$ cat config.mk
export PLATFORM = sky130hd
export DESIGN_NAME = conv_serial_port
export DESIGN_NICKNAME = d
export VERILOG_FILES = /design/src/rtl/csp_pkg.sv /design/src/rtl/csp_pin_sync.sv /design/src/rtl/csp_regs.sv /design/src/rtl/conv_serial_port.sv
export SDC_FILE = /design/constraint.sdc
export NUM_CORES = 1
export LEC_CHECK = 0
export BUFFER_PORTS_ARGS = -buffer_cell sky130_fd_sc_hd__buf_2
export CAP_MARGIN = 20
export CORE_MARGIN = 2
export CORE_UTILIZATION = 35
export DETAILED_ROUTE_END_ITERATION = 12
export GPL_TIMING_DRIVEN = 0
export MAX_ROUTING_LAYER = met4
export PLACE_DENSITY = 0.59
export SYNTH_ARGS = -nofsm -noshare
export SYNTH_HDL_FRONTEND = slang
export SYNTH_HIERARCHICAL = 1
export SYNTH_SLANG_ARGS = --single-unit
$ cat constraint.sdc
create_clock -name clk -period 2.5 [get_ports clk]
set_input_delay 0 -clock clk [delete_from_list [all_inputs] [get_ports clk]]
set_output_delay 0 -clock clk [all_outputs]
set_load 0.01 [all_outputs]
$ cat src/rtl/csp_pkg.sv
package csp_pkg;
    typedef enum logic [1:0] {
        ST_CMD,
        ST_WRITE,
        ST_READ,
        ST_CONT
    } port_state_t;

    localparam logic [2:0] ADDR_STAT = 3'd0;
    localparam logic [2:0] ADDR_MODE = 3'd1;
    localparam logic [2:0] ADDR_CONF = 3'd2;
    localparam logic [2:0] ADDR_DATA = 3'd3;

    localparam int CFG_W  = 16;
    localparam int STAT_W = 8;
endpackage

$ cat src/rtl/csp_pin_sync.sv
module csp_pin_sync #(
    parameter int   STAGES  = 2,
    parameter logic RST_VAL = 1'b0
) (
    input  logic clk,
    input  logic rst_n,
    input  logic pin,
    output logic level
);
    logic [STAGES-1:0] pipe;

    generate
        if (STAGES == 1) begin : g_single
            always_ff @(posedge clk or negedge rst_n) begin
                if (!rst_n) pipe <= RST_VAL;
                else        pipe <= pin;
            end
        end else begin : g_chain
            always_ff @(posedge clk or negedge rst_n) begin
                if (!rst_n) pipe <= {STAGES{RST_VAL}};
                else        pipe <= {pipe[STAGES-2:0], pin};
            end
        end
    endgenerate

    assign level = pipe[STAGES-1];
endmodule

$ cat src/rtl/csp_regs.sv
module csp_regs
    import csp_pkg::*;
#(
    parameter int RES_W = 24,
    parameter int SH_W  = 24,
    parameter int CNT_W = 5
) (
    input  logic             clk,
    input  logic             rst_n,
    input  logic [2:0]       rd_addr,
    input  logic             wr_en,
    input  logic [2:0]       wr_addr,
    input  logic [CFG_W-1:0] wr_data,
    input  logic             rd_done,
    input  logic             cont_en,
    input  logic             conv_done,
    input  logic [RES_W-1:0] conv_result,
    input  logic             update_near,
    output logic [SH_W-1:0]  rd_word,
    output logic [CNT_W-1:0] rd_len,
    output logic [SH_W-1:0]  res_al,
    output logic             rdy_n,
    output logic [1:0]       rej_sel
);
    logic [CFG_W-1:0]  mode_q;
    logic [CFG_W-1:0]  conf_q;
    logic [RES_W-1:0]  res_q;
    logic              rdy_q;
    logic [STAT_W-1:0] status;
    logic [SH_W-1:0]   val;

    always_ff @(posedge clk or negedge rst_n) begin
        if (!rst_n) begin
            mode_q <= CFG_W'(16'h000A);
            conf_q <= '0;
            res_q  <= '0;
            rdy_q  <= 1'b1;
        end else begin
            if (wr_en && wr_addr == ADDR_MODE) mode_q <= wr_data;
            if (wr_en && wr_addr == ADDR_CONF) conf_q <= wr_data;
            if (conv_done) begin
                res_q <= conv_result;
                rdy_q <= 1'b0;
            end else if (rd_done || update_near) begin
                rdy_q <= 1'b1;
            end
        end
    end

    assign status = {rdy_q, cont_en, 6'b000000};

    always_comb begin
        case (rd_addr)
            ADDR_STAT: begin val = SH_W'(status); rd_len = CNT_W'(STAT_W); end
            ADDR_MODE: begin val = SH_W'(mode_q); rd_len = CNT_W'(CFG_W);  end
            ADDR_CONF: begin val = SH_W'(conf_q); rd_len = CNT_W'(CFG_W);  end
            ADDR_DATA: begin val = SH_W'(res_q);  rd_len = CNT_W'(RES_W);  end
            default:   begin val = '0;            rd_len = CNT_W'(STAT_W); end
        endcase
        rd_word = val << (SH_W - int'(rd_len));
    end

    assign res_al = SH_W'(res_q) << (SH_W - RES_W);
    assign rdy_n  = rdy_q;

    always_comb begin
        case (mode_q[3:0])
            4'b1000: rej_sel = 2'd1;
            4'b1001: rej_sel = 2'd2;
            4'b1010: rej_sel = 2'd3;
            default: rej_sel = 2'd0;
        endcase
    end
endmodule

$ cat src/rtl/conv_serial_port.sv
module conv_serial_port
    import csp_pkg::*;
#(
    parameter int RES_W       = 24,
    parameter int SYNC_STAGES = 2,
    parameter int RST_ONES    = 32
) (
    input  logic             clk,
    input  logic             rst_n,
    input  logic             sel_n,
    input  logic             sclk,
    input  logic             sdi,
    input  logic             conv_done,
    input  logic [RES_W-1:0] conv_result,
    input  logic             update_near,
    output logic             sdo,
    output logic             sdo_en,
    output logic [1:0]       rej_sel
);
    localparam int SH_W   = (RES_W > CFG_W) ? RES_W : CFG_W;
    localparam int CNT_W  = $clog2(SH_W + 1);
    localparam int ONES_W = $clog2(RST_ONES + 1);

    port_state_t      state;
    logic             cs_s, sck_s, din_s, sck_d;
    logic             sck_rise, sck_fall, ones_hit;
    logic [SH_W-1:0]  sh;
    logic [CNT_W-1:0] bitcnt;
    logic [ONES_W-1:0] ones_cnt;
    logic [2:0]       addr_q;
    logic             cont_q, sdo_q;
    logic             wr_en_q, rd_done_q;
    logic [CFG_W-1:0] wr_data_q;
    logic [SH_W-1:0]  rd_word, res_al;
    logic [CNT_W-1:0] rd_len;
    logic             rdy_n;
    logic             cmd_guard, cmd_read, cmd_cont;
    logic [2:0]       cmd_addr;

    csp_pin_sync #(.STAGES(SYNC_STAGES), .RST_VAL(1'b1)) u_sync_sel (
        .clk(clk), .rst_n(rst_n), .pin(sel_n), .level(cs_s));
    csp_pin_sync #(.STAGES(SYNC_STAGES), .RST_VAL(1'b1)) u_sync_sck (
        .clk(clk), .rst_n(rst_n), .pin(sclk), .level(sck_s));
    csp_pin_sync #(.STAGES(SYNC_STAGES), .RST_VAL(1'b0)) u_sync_din (
        .clk(clk), .rst_n(rst_n), .pin(sdi), .level(din_s));

    always_ff @(posedge clk or negedge rst_n) begin
        if (!rst_n) sck_d <= 1'b1;
        else        sck_d <= sck_s;
    end

    assign sck_rise = sck_s & ~sck_d;
    assign sck_fall = ~sck_s & sck_d;
    assign ones_hit = ~cs_s & sck_rise & din_s & (ones_cnt == ONES_W'(RST_ONES - 1));

    // Command byte fields seen at the eighth rising edge: {sh[6:0], din_s}
    assign cmd_guard = sh[6];
    assign cmd_read  = sh[5];
    assign cmd_addr  = sh[4:2];
    assign cmd_cont  = sh[1];

    csp_regs #(.RES_W(RES_W), .SH_W(SH_W), .CNT_W(CNT_W)) u_regs (
        .clk(clk), .rst_n(rst_n), .rd_addr(cmd_addr),
        .wr_en(wr_en_q), .wr_addr(addr_q), .wr_data(wr_data_q),
        .rd_done(rd_done_q), .cont_en(cont_q),
        .conv_done(conv_done), .conv_result(conv_result),
        .update_near(update_near), .rd_word(rd_word), .rd_len(rd_len),
        .res_al(res_al), .rdy_n(rdy_n), .rej_sel(rej_sel));

    // State register and shift datapath
    always_ff @(posedge clk or negedge rst_n) begin
        if (!rst_n) begin
            state     <= ST_CMD;
            sh        <= '0;
            bitcnt    <= '0;
            ones_cnt  <= '0;
            addr_q    <= ADDR_STAT;
            cont_q    <= 1'b0;
            sdo_q     <= 1'b1;
            wr_en_q   <= 1'b0;
            rd_done_q <= 1'b0;
            wr_data_q <= '0;
        end else begin
            wr_en_q   <= 1'b0;
            rd_done_q <= 1'b0;
            if (cs_s) begin
                state    <= ST_CMD;
                bitcnt   <= '0;
                ones_cnt <= '0;
            end else if (ones_hit) begin
                state    <= ST_CMD;
                bitcnt   <= '0;
                ones_cnt <= '0;
                cont_q   <= 1'b0;
            end else begin
                if (sck_rise) ones_cnt <= din_s ? ones_cnt + 1'b1 : '0;
                unique case (state)
                    ST_CMD: begin
                        if (sck_rise) begin
                            sh     <= {sh[SH_W-2:0], din_s};
                            bitcnt <= bitcnt + 1'b1;
                            if (bitcnt == CNT_W'(7)) begin
                                bitcnt <= '0;
                                if (!cmd_guard && cmd_read) begin
                                    sh     <= rd_word;
                                    bitcnt <= rd_len;
                                    addr_q <= cmd_addr;
                                    state  <= ST_READ;
                                    if (cmd_addr == ADDR_DATA && cmd_cont) cont_q <= 1'b1;
                                end else if (!cmd_guard &&
                                             (cmd_addr == ADDR_MODE || cmd_addr == ADDR_CONF)) begin
                                    bitcnt <= CNT_W'(CFG_W);
                                    addr_q <= cmd_addr;
                                    state  <= ST_WRITE;
                                end
                            end
                        end
                    end
                    ST_WRITE: begin
                        if (sck_rise) begin
                            sh     <= {sh[SH_W-2:0], din_s};
                            bitcnt <= bitcnt - 1'b1;
                            if (bitcnt == CNT_W'(1)) begin
                                wr_data_q <= {sh[CFG_W-2:0], din_s};
                                wr_en_q   <= 1'b1;
                                state     <= ST_CMD;
                                bitcnt    <= '0;
                            end
                        end
                    end
                    ST_READ: begin
                        if (sck_fall && bitcnt != '0) begin
                            sdo_q  <= sh[SH_W-1];
                            sh     <= sh << 1;
                            bitcnt <= bitcnt - 1'b1;
                        end else if (sck_rise && bitcnt == '0) begin
                            rd_done_q <= (addr_q == ADDR_DATA);
                            state     <= cont_q ? ST_CONT : ST_CMD;
                        end
                    end
                    ST_CONT: begin
                        if (sck_fall && !rdy_n) begin
                            sdo_q  <= res_al[SH_W-1];
                            sh     <= res_al << 1;
                            bitcnt <= CNT_W'(RES_W - 1);
                            addr_q <= ADDR_DATA;
                            state  <= ST_READ;
                        end
                    end
                endcase
            end
        end
    end

    // Output process
    always_comb begin
        sdo_en = ~cs_s;
        sdo    = (state == ST_READ) ? sdo_q : rdy_n;
    end
endmodule

==> results.cfg <==
[outcome]
status = complete, no violations

[global_routing]
antenna_found_initial = 0
grt_max_degree = 66
grt.total_usage_pct = 18.9
grt_pass1_wl_mm = 28.3
grt_pass1_vias = 5033
grt_overflow = 0

[synth]
synth-edff-count = 0
syn_area_um2 = 6750
yosys_warnings = 6
synth_seq_cells = 124
synth_ff_type = dfrtp_1
syn_avg_cell_area_um2 = 11.7
async_flop_share_pct = 100
ys_seq_area_share_pct = 46.1
synth_cell_types = 65
syn_inst = 576

[clocking]
cts_root_buf = clkbuf_16
cts_tree = yes
tritoncts_num_sinks = 124
cts_buffers = 17
cts_post_setup_buffers_inserted = 0
path_clk_slew_ps = 60
h-tree-depth = 4
insertion_delay_ps = 420
cts.path.max_buffers = 2

[timing]
fmax_mhz = 410
finalHoldViolations = 0
finalCriticalPeriod_ps = 2440
fin_tns_setup_ps = 0
rsz0062_at_grt = yes
skew_ps = 9.70
tightestPinTransition_ps = 807
fin_crit_sh_pct = 97.5
finalSetupViolCount = 0
relSlewSlack_pct = 46.2
slew_viol_final = 0

[critical_path]
arrival_ps = 2740
crit_type = reg -> reg
r2r-start = sh[2]
cp-start-kind = register
cp.required_ps = 2800
cp-end-kind = register
worstPathMaxFanout = 10
r2r_setup_slack_ps = 60
reg2regPathDepth = 6
r2r-end = bitcnt[4]

[routing]
wl_mm = 17.9
routed.top_layer = met4
met1_length_mm = 8.21
dr_wl_met3_um = 702
drt_first_pass_iters = 5
vias_per_cell = 5.30
ant_nets = 0
drtIter0Drc = 299
drc = 0
via_count = 4964
wire_per_inst_um = 19.1
wl_met2_mm = 8.66

[floorplanning]
core_area_um2 = 18800
dieHeight_um = 143
initial_core_util_pct = 35.8
ioPinCount = 35
rows = 50
dieArea_um2 = 20400
fp.dieW_um = 143

[placed_design]
gp_congestion = 0.832
port_buffers = 33
dpl.hpwl_mm = 12.2

[finish]
antennaDiodeCount = 0
area_growth_pct = 21.3
drive_gt1_share_pct = 30.9
nets = 701

[worst_hold_path]
min_path_type = in -> async

[power]
p_total_mw = 5.66
powerDensity_nw_per_um2 = 692
power_leakage_nw = 3.72
ir_worst_vdd_mv = 0.484

[run]
cap_violations = 0
cell usage after synthesis, types with 11 or more instances:
library cell  number  share of area, %
a211oi_1          15               1.7
a21oi_1           54               4.0
and2_1            11               1.0
buf_2             11              0.82
dfrtp_1          115                43
mux2_2            74                12
mux2_4            20               4.4
mux2i_1           60               8.9
nand2_1           15              0.83
nor2_1            39               2.2
nor3_1            11              0.82
how the worst max path moves through the flow:
stage	cells after the start	startpoint	to	slack (ps)
final	6	sh[2]	bitcnt[4]	60
after global placement	1	rst_n	u_regs/res_al[13]	-200
after CTS	6	sh[2]	bitcnt[4]	70
after detailed placement	6	sh[2]	bitcnt[4]	100
after floorplan	6	ones_cnt[0]	sh[0]	440
after global routing	6	sh[2]	bitcnt[4]	-10
per-stage QoR:
stage          area, um^2  hold slack [ps]  util, %  cells  worst slack [ps]
3_3_place_gp         7250              105     38.5    871              -203
4_1_cts              8180              146     43.4    936              66.1
3_5_place_dp         7280             27.5     38.7    872               101
2_1_floorplan        6760             -296        -    578               437
6_report             8190              125     43.5    936              63.6
5_1_grt              8190              180     43.5    936             -12.8
worst max-delay path, cell delays in order (launching register included):
cell	delay (ps)
dfrtp_1	510
buf_2	230
clkbuf_1	330
o21ba_2	340
a2111oi_1	390
o221ai_1	200
a32o_1	320
sequential cells by signal, indices dropped and copies added, names as in the netlist, 2 cells and up:
name and flops:
sh 24, u_regs/res_al 24, u_regs/conf_q 16, u_regs/mode_q 16, wr_data_q 16, ones_cnt 6
bitcnt 5, addr_q 3, state 2, u_sync_din/pipe 2, u_sync_sck/pipe 2, u_sync_sel/pipe 2
logic make-up (layout without fill, tap and decap cells):
group,count (synthesis),in the layout,synth area share [%]
AO/OA/AOI/OAI,107,107,10.0
flip-flops,124,124,46.1
XOR/XNOR,8,8,1.04
buffers and inverters,51,149,5.28
other,1,3,0.0556
multiplexers,156,156,26.4
adder cells (fa/ha/maj),5,5,0.927
AND/OR/NAND/NOR,124,124,10.2
where the power goes:
group / internal (mW) / leakage (nW) / total (mW) / switching (mW)
clock: 1.44 / 0.268 / 2.35 / 0.914
sequential: 2.16 / 1.56 / 2.35 / 0.185
combinational: 0.460 / 1.90 / 0.965 / 0.505
cell usage in the layout, fill, tap and decap left out, types with 9 or more instances in the layout:
cell           netlist  final
nor3_1              11     10
clkbuf_1            10     11
buf_2               11     43
and2_1              11     11
nand2_1             15     15
mux2_2              74     74
dfrtp_1            115    115
mux2i_1             60     60
nor2_1              39     39
clkbuf_16            0     17
buf_4                9      9
dfstp_2              9      9
nand3_1             10     10
dlygate4sd3_1        0     34
mux2_4              20     20
a21oi_1             54     54
a211oi_1            15     15
routing by layer:
layer  track usage, %  vias up
li1                 -     2278
met1             24.1     2536
met2             30.1      125
met3             4.02       25
met4             6.20        0
met5                -        -
layout make-up:
type                            instances  area [um^2]
Fill cell                            1773        10600
Multi-Input combinational cell        403         3290
Inverter                                8         30.0
Timing Repair Buffer                   68          539
Tap cell                              260          325
Sequential cell                       124         3110
Clock inverter                          9         88.8
Clock buffer                           21          470
Buffer                                 43          327
repair_timing:
action                                  CTS  global route
gates resized for setup                   0             2
endpoints found under the setup margin    0             2
hold endpoints to repair                 87             0
hold buffers                             34             0
Note: power is estimated with default switching activity, not from simulation.
